File: config.mk
export PLATFORM = sky130hd
export DESIGN_NAME = tpair_timer
export DESIGN_NICKNAME = d
export VERILOG_FILES = /design/src/rtl/tpair_pkg.sv /design/src/rtl/tpair_sync.sv /design/src/rtl/tpair_step.sv /design/src/rtl/tpair_timer.sv
export SDC_FILE = /design/constraint.sdc
export NUM_CORES = 1
export LEC_CHECK = 0
export ABC_AREA = 0
export ABC_CLOCK_PERIOD_IN_PS = 4400
export BUFFER_PORTS_ARGS = -buffer_cell sky130_fd_sc_hd__buf_4
export CELL_PAD_IN_SITES_DETAIL_PLACEMENT = 1
export CELL_PAD_IN_SITES_GLOBAL_PLACEMENT = 1
export CORE_ASPECT_RATIO = 1.4
export CORE_MARGIN = 10
export CORE_UTILIZATION = 45
export CTS_CLUSTER_SIZE = 30
export DETAILED_ROUTE_END_ITERATION = 8
export HOLD_SLACK_MARGIN = 0.05
export PLACE_DENSITY_LB_ADDON = 0.2
export SYNTH_ARGS = -nofsm -noshare
export SYNTH_HDL_FRONTEND = slang
export SYNTH_SLANG_ARGS = --single-unit
File: constraint.sdc
create_clock -name clk -period 4.4 [get_ports clk]
set_clock_uncertainty 0.05 [all_clocks]
set_input_delay 0.88 -clock clk [delete_from_list [all_inputs] [get_ports clk]]
set_output_delay 0.88 -clock clk [all_outputs]
set_load 0.005 [all_outputs]
File: src/rtl/tpair_pkg.sv
package tpair_pkg;

    localparam int PRE_W = 8;

    localparam logic [2:0] A_CTL_LO = 3'd0;
    localparam logic [2:0] A_CTL_HI = 3'd1;
    localparam logic [2:0] A_CNT_LO = 3'd2;
    localparam logic [2:0] A_CNT_HI = 3'd3;
    localparam logic [2:0] A_PER_LO = 3'd4;
    localparam logic [2:0] A_PER_HI = 3'd5;
    localparam logic [2:0] A_HOLD   = 3'd6;
    localparam logic [2:0] A_FLAGS  = 3'd7;

    typedef enum logic [1:0] {
        DIV1   = 2'd0,
        DIV8   = 2'd1,
        DIV64  = 2'd2,
        DIV256 = 2'd3
    } div_e;

    typedef struct packed {
        logic run;
        logic gate_en;
        logic istop;
        div_e div;
        logic pair;
        logic ext_src;
    } ctrl_t;

    function automatic ctrl_t ctrl_decode(input logic [7:0] raw);
        ctrl_t c;
        c.run     = raw[7];
        c.gate_en = raw[6];
        c.istop   = raw[5];
        c.div     = div_e'(raw[4:3]);
        c.pair    = raw[2];
        c.ext_src = raw[1];
        return c;
    endfunction

    function automatic logic [PRE_W-1:0] div_last(input div_e d);
        case (d)
            DIV1:    return PRE_W'(0);
            DIV8:    return PRE_W'(7);
            DIV64:   return PRE_W'(63);
            default: return PRE_W'(255);
        endcase
    endfunction

    function automatic logic is_gated(input ctrl_t c);
        return c.gate_en && !c.ext_src;
    endfunction

endpackage

File: src/rtl/tpair_sync.sv
module tpair_sync #(
    parameter int STAGES = 2
) (
    input  logic clk,
    input  logic rst,
    input  logic din,
    output logic level,
    output logic rise,
    output logic fall
);
    logic [STAGES:0] chain_q;

    always_ff @(posedge clk) begin
        if (rst) chain_q[0] <= 1'b0;
        else     chain_q[0] <= din;
    end

    for (genvar i = 1; i <= STAGES; i++) begin : g_stage
        always_ff @(posedge clk) begin
            if (rst) chain_q[i] <= 1'b0;
            else     chain_q[i] <= chain_q[i-1];
        end
    end

    assign level = chain_q[STAGES-1];
    assign rise  = chain_q[STAGES-1] && !chain_q[STAGES];
    assign fall  = !chain_q[STAGES-1] && chain_q[STAGES];
endmodule

File: src/rtl/tpair_step.sv
module tpair_step
    import tpair_pkg::*;
(
    input  logic  clk,
    input  logic  rst,
    input  ctrl_t ctl,
    input  logic  tick,
    input  logic  ext_rise,
    input  logic  gate_lvl,
    input  logic  gate_fall,
    input  logic  idle,
    input  logic  clr,
    output logic  step,
    output logic  gate_done
);
    logic [PRE_W-1:0] pre_q;
    logic live, src, hit, at_last;

    assign live    = ctl.run && !(ctl.istop && idle);
    assign src     = ctl.ext_src ? ext_rise : (ctl.gate_en ? (tick && gate_lvl) : tick);
    assign hit     = live && src;
    assign at_last = (pre_q == div_last(ctl.div));

    always_ff @(posedge clk) begin
        if (rst || clr)  pre_q <= '0;
        else if (hit)    pre_q <= at_last ? '0 : pre_q + 1'b1;
    end

    assign step      = hit && at_last;
    assign gate_done = ctl.run && is_gated(ctl) && gate_fall;
endmodule

File: src/rtl/tpair_timer.sv
module tpair_timer
    import tpair_pkg::*;
#(
    parameter int HALF_W      = 16,
    parameter int SYNC_STAGES = 2
) (
    input  logic              clk,
    input  logic              rst,
    input  logic              tick,
    input  logic              ext_in,
    input  logic              gate_in,
    input  logic              idle,
    input  logic              bus_we,
    input  logic              bus_re,
    input  logic [2:0]        bus_addr,
    input  logic [HALF_W-1:0] bus_wdata,
    output logic [HALF_W-1:0] bus_rdata,
    output logic              irq_lo,
    output logic              irq_hi
);
    localparam int FULL_W = 2 * HALF_W;

    logic [7:0]        ctrl_lo_q, ctrl_hi_q;
    logic [HALF_W-1:0] cnt_lo_q, cnt_hi_q, per_lo_q, per_hi_q, hold_q;
    logic [HALF_W-1:0] nxt_lo, nxt_hi;
    logic              flag_lo_q, flag_hi_q;

    ctrl_t cl, ch;
    ctrl_t ctl_v [2];
    logic  paired;
    logic  [1:0] step_v, gdone_v;

    logic ext_lvl, ext_rise, ext_fall;
    logic gate_lvl, gate_rise, gate_fall;

    logic wr_ctl_lo, wr_ctl_hi, wr_cnt_lo, wr_cnt_hi, wr_per_lo, wr_per_hi;
    logic wr_hold, wr_flags, rd_cnt_lo, pre_clr;
    logic match32, match_lo, match_hi, set_lo, set_hi;
    logic [FULL_W-1:0] full_cnt, full_per;

    assign cl       = ctrl_decode(ctrl_lo_q);
    assign ch       = ctrl_decode(ctrl_hi_q);
    assign paired   = cl.pair;
    assign ctl_v[0] = cl;
    assign ctl_v[1] = ch;

    assign wr_ctl_lo = bus_we && bus_addr == A_CTL_LO;
    assign wr_ctl_hi = bus_we && bus_addr == A_CTL_HI;
    assign wr_cnt_lo = bus_we && bus_addr == A_CNT_LO;
    assign wr_cnt_hi = bus_we && bus_addr == A_CNT_HI;
    assign wr_per_lo = bus_we && bus_addr == A_PER_LO;
    assign wr_per_hi = bus_we && bus_addr == A_PER_HI;
    assign wr_hold   = bus_we && bus_addr == A_HOLD;
    assign wr_flags  = bus_we && bus_addr == A_FLAGS;
    assign rd_cnt_lo = bus_re && bus_addr == A_CNT_LO;
    assign pre_clr   = wr_ctl_lo || wr_ctl_hi || wr_cnt_lo || wr_cnt_hi;

    tpair_sync #(.STAGES(SYNC_STAGES)) u_ext_sync (
        .clk(clk), .rst(rst), .din(ext_in),
        .level(ext_lvl), .rise(ext_rise), .fall(ext_fall)
    );

    tpair_sync #(.STAGES(SYNC_STAGES)) u_gate_sync (
        .clk(clk), .rst(rst), .din(gate_in),
        .level(gate_lvl), .rise(gate_rise), .fall(gate_fall)
    );

    for (genvar i = 0; i < 2; i++) begin : g_half
        tpair_step u_step (
            .clk(clk), .rst(rst), .ctl(ctl_v[i]), .tick(tick),
            .ext_rise(ext_rise), .gate_lvl(gate_lvl), .gate_fall(gate_fall),
            .idle(idle), .clr(pre_clr),
            .step(step_v[i]), .gate_done(gdone_v[i])
        );
    end

    assign full_cnt = {cnt_hi_q, cnt_lo_q};
    assign full_per = {per_hi_q, per_lo_q};
    assign match32  = step_v[0] && full_cnt == full_per;
    assign match_lo = step_v[0] && cnt_lo_q == per_lo_q;
    assign match_hi = step_v[1] && cnt_hi_q == per_hi_q;

    always_comb begin
        nxt_lo = cnt_lo_q;
        nxt_hi = cnt_hi_q;
        if (paired) begin
            if (wr_cnt_lo) begin
                nxt_lo = bus_wdata;
                nxt_hi = hold_q;
            end else if (wr_cnt_hi) begin
                nxt_hi = bus_wdata;
            end else if (step_v[0]) begin
                {nxt_hi, nxt_lo} = match32 ? '0 : full_cnt + 1'b1;
            end
        end else begin
            if (wr_cnt_lo)      nxt_lo = bus_wdata;
            else if (step_v[0]) nxt_lo = match_lo ? '0 : cnt_lo_q + 1'b1;
            if (wr_cnt_hi)      nxt_hi = bus_wdata;
            else if (step_v[1]) nxt_hi = match_hi ? '0 : cnt_hi_q + 1'b1;
        end
    end

    always_comb begin
        if (paired) begin
            set_lo = 1'b0;
            set_hi = is_gated(cl) ? gdone_v[0] : match32;
        end else begin
            set_lo = is_gated(cl) ? gdone_v[0] : match_lo;
            set_hi = is_gated(ch) ? gdone_v[1] : match_hi;
        end
    end

    always_ff @(posedge clk) begin
        if (rst) begin
            ctrl_lo_q <= '0;
            ctrl_hi_q <= '0;
            cnt_lo_q  <= '0;
            cnt_hi_q  <= '0;
            per_lo_q  <= '1;
            per_hi_q  <= '1;
            hold_q    <= '0;
            flag_lo_q <= 1'b0;
            flag_hi_q <= 1'b0;
        end else begin
            if (wr_ctl_lo) ctrl_lo_q <= bus_wdata[7:0];
            if (wr_ctl_hi) ctrl_hi_q <= bus_wdata[7:0];
            if (wr_per_lo) per_lo_q  <= bus_wdata;
            if (wr_per_hi) per_hi_q  <= bus_wdata;
            cnt_lo_q <= nxt_lo;
            cnt_hi_q <= nxt_hi;
            if (paired) begin
                if (wr_hold)        hold_q <= bus_wdata;
                else if (rd_cnt_lo) hold_q <= cnt_hi_q;
            end
            flag_lo_q <= set_lo || (flag_lo_q && !(wr_flags && bus_wdata[0]));
            flag_hi_q <= set_hi || (flag_hi_q && !(wr_flags && bus_wdata[1]));
        end
    end

    always_comb begin
        case (bus_addr)
            A_CTL_LO: bus_rdata = HALF_W'(ctrl_lo_q);
            A_CTL_HI: bus_rdata = HALF_W'(ctrl_hi_q);
            A_CNT_LO: bus_rdata = cnt_lo_q;
            A_CNT_HI: bus_rdata = cnt_hi_q;
            A_PER_LO: bus_rdata = per_lo_q;
            A_PER_HI: bus_rdata = per_hi_q;
            A_HOLD:   bus_rdata = hold_q;
            default:  bus_rdata = HALF_W'({flag_hi_q, flag_lo_q});
        endcase
    end

    assign irq_lo = flag_lo_q;
    assign irq_hi = flag_hi_q;
endmodule

==> results.cfg <==
[power]
leakage_nw = 2.99
power_w = 0.00292
powerDensity_nw_per_um2 = 352
peakVddDrop_mv = 0.224

[finish]
fin_nets = 920
antennaDiodeCount = 0
post-route-util_pct = 51.8
instances_no_fill = 1100
area_delta_synth_final_pct = 13.9
drive_above_1_share_pct = 12.9

[worst_setup_path]
critical_path_class = primary input to primary output
cp-startpoint = bus_addr[0]
critical_path_peak_fanout = 38
required_ns = 3.47
cp-start-kind = primary input
cp_common_cell = buf_4
crit_path_cell_trace = buf_4, nor2b_1, a22o_1, nand2_1, o221ai_1, buf_4
critPathBufInv = 2
arrival_ns = 2.83
cp_slowest_cell = nor2b_1
crit_path_max_incr_delay_ns = 0.90
critical-path-top-delay-family = simple AND/OR/NAND/NOR gates
endpoint_kind = primary output
r2r-start = cnt_hi_q[13]

[clocking]
cts_made_buffers = 17
cts.htree.levels = 4
clock_path_buffers = 2
postCtsHoldBufs = 0
cts_setup_buffers = 0
clock-sinks = 120
cts_root_buffer = clkbuf_16
clk_latency_ns = 0.43
cts_tree = done
clk_pin_slew_ns = 0.06
post_cts_resized = 0

[route]
drcViolationCount = 0
final_antenna_net_count = 0
firstDrtPassIters = 7
num_vias = 7118
wl_met1_mm = 10.6
drt-wirelength-per-cell_um = 24.7
route.met3.wl_mm = 1.55
drt_iter0_drc = 483
wl_met2_mm = 13.7
viasPerCell = 6.47
routed_wirelength_mm = 27.2
top_layer = met4

[grt]
grt_pass1_wl_mm = 42.7
grt_overflow = 0
grt_max_degree = 40
grt_usage_pct = 24.9
antenna_found_initial = 0
grt_pass1_vias = 7429

[sta]
setup_violations = 0
slew_viol_final = 0
rsz0062_at_grt = no
hold_viol_final = 0
slew-limit-headroom_pct = 18.3
fin_crit_ns = 3.76
finalCritPeriodShare_pct = 85.5
fmax_mhz = 266
tightest_slew_ns = 1.22
fin_tns_setup_ns = 0
whs_ns = 0.390

[die]
die_h_um = 171
io_pins = 45
core.rowCount = 55
die_width_um = 128
start_util_pct = 45.5
dieArea_um2 = 21800
coreArea_um2 = 16000

[place]
place.port_buffers = 44
finalWeightedCongestion = 0.901
dpl.hpwl_mm = 18.8
dp.cells = 1069

[logic_synthesis]
syn-num-nets = 915
synth_compound_area_share_pct = 20.0
syn_inst = 884
ys_ff_latch = 120
yosysUniqueCellTypes = 62
synth_edf_count = 0
yosysWarningCount = 0
synth_top_family_by_area = simple AND/OR/NAND/NOR gates
synth_fa_ha_area_share_pct = 0.686
ys_seq_area_share_pct = 32.9
async_flop_share_pct = 0
synth_ff_type = dfxtp_1
syn_area_per_cell_um2 = 8.25
synthSimpleGateAreaFrac_pct = 20.6
muxShareOfSynthArea_pct = 12.3
synth_area_um2 = 7290
yosys.area_share.xor_xnor_pct = 8.17

[status]
status = finished, final reports clean

[hold_path]
hp-class = flip-flop to flip-flop
hold_path.startpoint = u_ext_sync.chain_q[0]

[flow_run]
max-cap-violations = 0
[cells in the mapped netlist, drive strengths merged, types with 3 or more instances]
| library cell | number | share of area [%] |
|---|---|---|
| a211oi | 22 | 2.3 |
| a21o | 3 | 0.31 |
| a21oi | 37 | 2.5 |
| a221o | 8 | 1.1 |
| a221oi | 10 | 1.2 |
| a222oi | 5 | 0.69 |
| a22o | 15 | 1.8 |
| a22oi | 13 | 1.3 |
| a311oi | 3 | 0.36 |
| a31oi | 8 | 0.69 |
| a32oi | 6 | 0.82 |
| and3 | 13 | 1.1 |
| buf | 19 | 1.5 |
| clkbuf | 55 | 2.8 |
| dfxtp | 120 | 33 |
| ha | 4 | 0.69 |
| inv | 17 | 0.88 |
| mux2 | 5 | 0.77 |
| mux2i | 73 | 10 |
| mux4 | 5 | 1.5 |
| nand2 | 99 | 5.1 |
| nand2b | 7 | 0.60 |
| nand3 | 14 | 0.96 |
| nand4 | 23 | 2.1 |
| nor2 | 100 | 5.1 |
| nor2b | 13 | 1.1 |
| nor3 | 22 | 1.6 |
| nor4 | 13 | 1.6 |
| o211ai | 12 | 1.2 |
| o21ai | 34 | 2.3 |
| o22ai | 3 | 0.26 |
| o31ai | 5 | 0.51 |
| o32ai | 4 | 0.48 |
| xnor2 | 19 | 2.3 |
| xor2 | 49 | 5.9 |
[metrics by stage]
| stage | area (µm²) | setup WS, ns |
|---|---|---|
| final | 8310 | 0.636 |
| after floorplan | 7290 | 0.876 |
| after CTS | 8310 | 0.747 |
| after global routing | 8310 | 0.560 |
| after global placement | 7680 | 0.809 |
| after detailed placement | 7680 | 0.741 |
[cells by family (layout without fill, tap and decap cells)]
family          after synthesis  count (layout)
mux                          83              83
fa+ha+maj                     4               4
flops                       120             120
buf+inv                      91             108
xor+xnor                     68              68
simple gates                317             317
compound gates              201             201
[per-layer routing]
metal,vias to the layer above,GRT usage [%]
li1,3216,-
met1,3555,27.9
met2,262,43.4
met3,85,5.02
met4,0,12.9
met5,-,0
[path summary, 6_finish.rpt]
path                            slack, ns  cells after the start                to
worst min register to register       0.39                      1  u_ext_sync.level
worst min-delay path                 0.39                      1  u_ext_sync.level
worst max-delay path                 0.64                      6      bus_rdata[5]
worst max register to register       1.47                      8       cnt_lo_q[3]
[cell type report]
cell class,count,area [µm²]
timing repair buffer,60,450
multi-input combinational,673,4510
inverter,17,63.8
sequential,120,2400
clock inverter,14,200
tap,199,249
clock buffer,17,425
fill,1907,7730
[sequential cells by signal, summed over array words and instances (netlist names)]
name                 count
irq_lo                   1
u_gate_sync.level        1
hold_q                  16
ctrl_hi_q                8
ctrl_lo_q                8
cnt_lo_q                16
irq_hi                   1
cnt_hi_q                16
per_lo_q                16
u_ext_sync.chain_q       2
u_gate_sync.chain_q      2
per_hi_q                16
u_ext_sync.level         1
g_half.u_step.pre_q     16
[power breakdown]
| part | internal (W) | leakage, nW | switching (W) |
|---|---|---|---|
| clock network | 0.000948 | 0.284 | 0.000553 |
| logic | 0.000106 | 1.74 | 0.000168 |
| registers | 0.00111 | 0.972 | 0.0000408 |
[placed cells by master, fill, tap and decap left out, types with 8 or more instances in the layout]
cell type	netlist	routed
clkbuf_16	0	17
nand4_1	22	22
nor2b_1	13	13
a221oi_1	10	10
o211ai_1	12	12
a21oi_1	37	37
o21ai_0	34	34
a211oi_1	21	21
a22oi_1	13	13
inv_1	17	17
a22o_1	15	15
a221o_1	8	8
nand2_1	99	99
dfxtp_1	120	120
buf_4	2	60
xor2_1	49	49
xnor2_1	19	19
and3_1	13	13
a31oi_1	8	8
mux2i_1	73	73
nor2_1	100	99
nor3_1	21	20
nand3_1	14	14
Power figures use the tool's default switching activity.
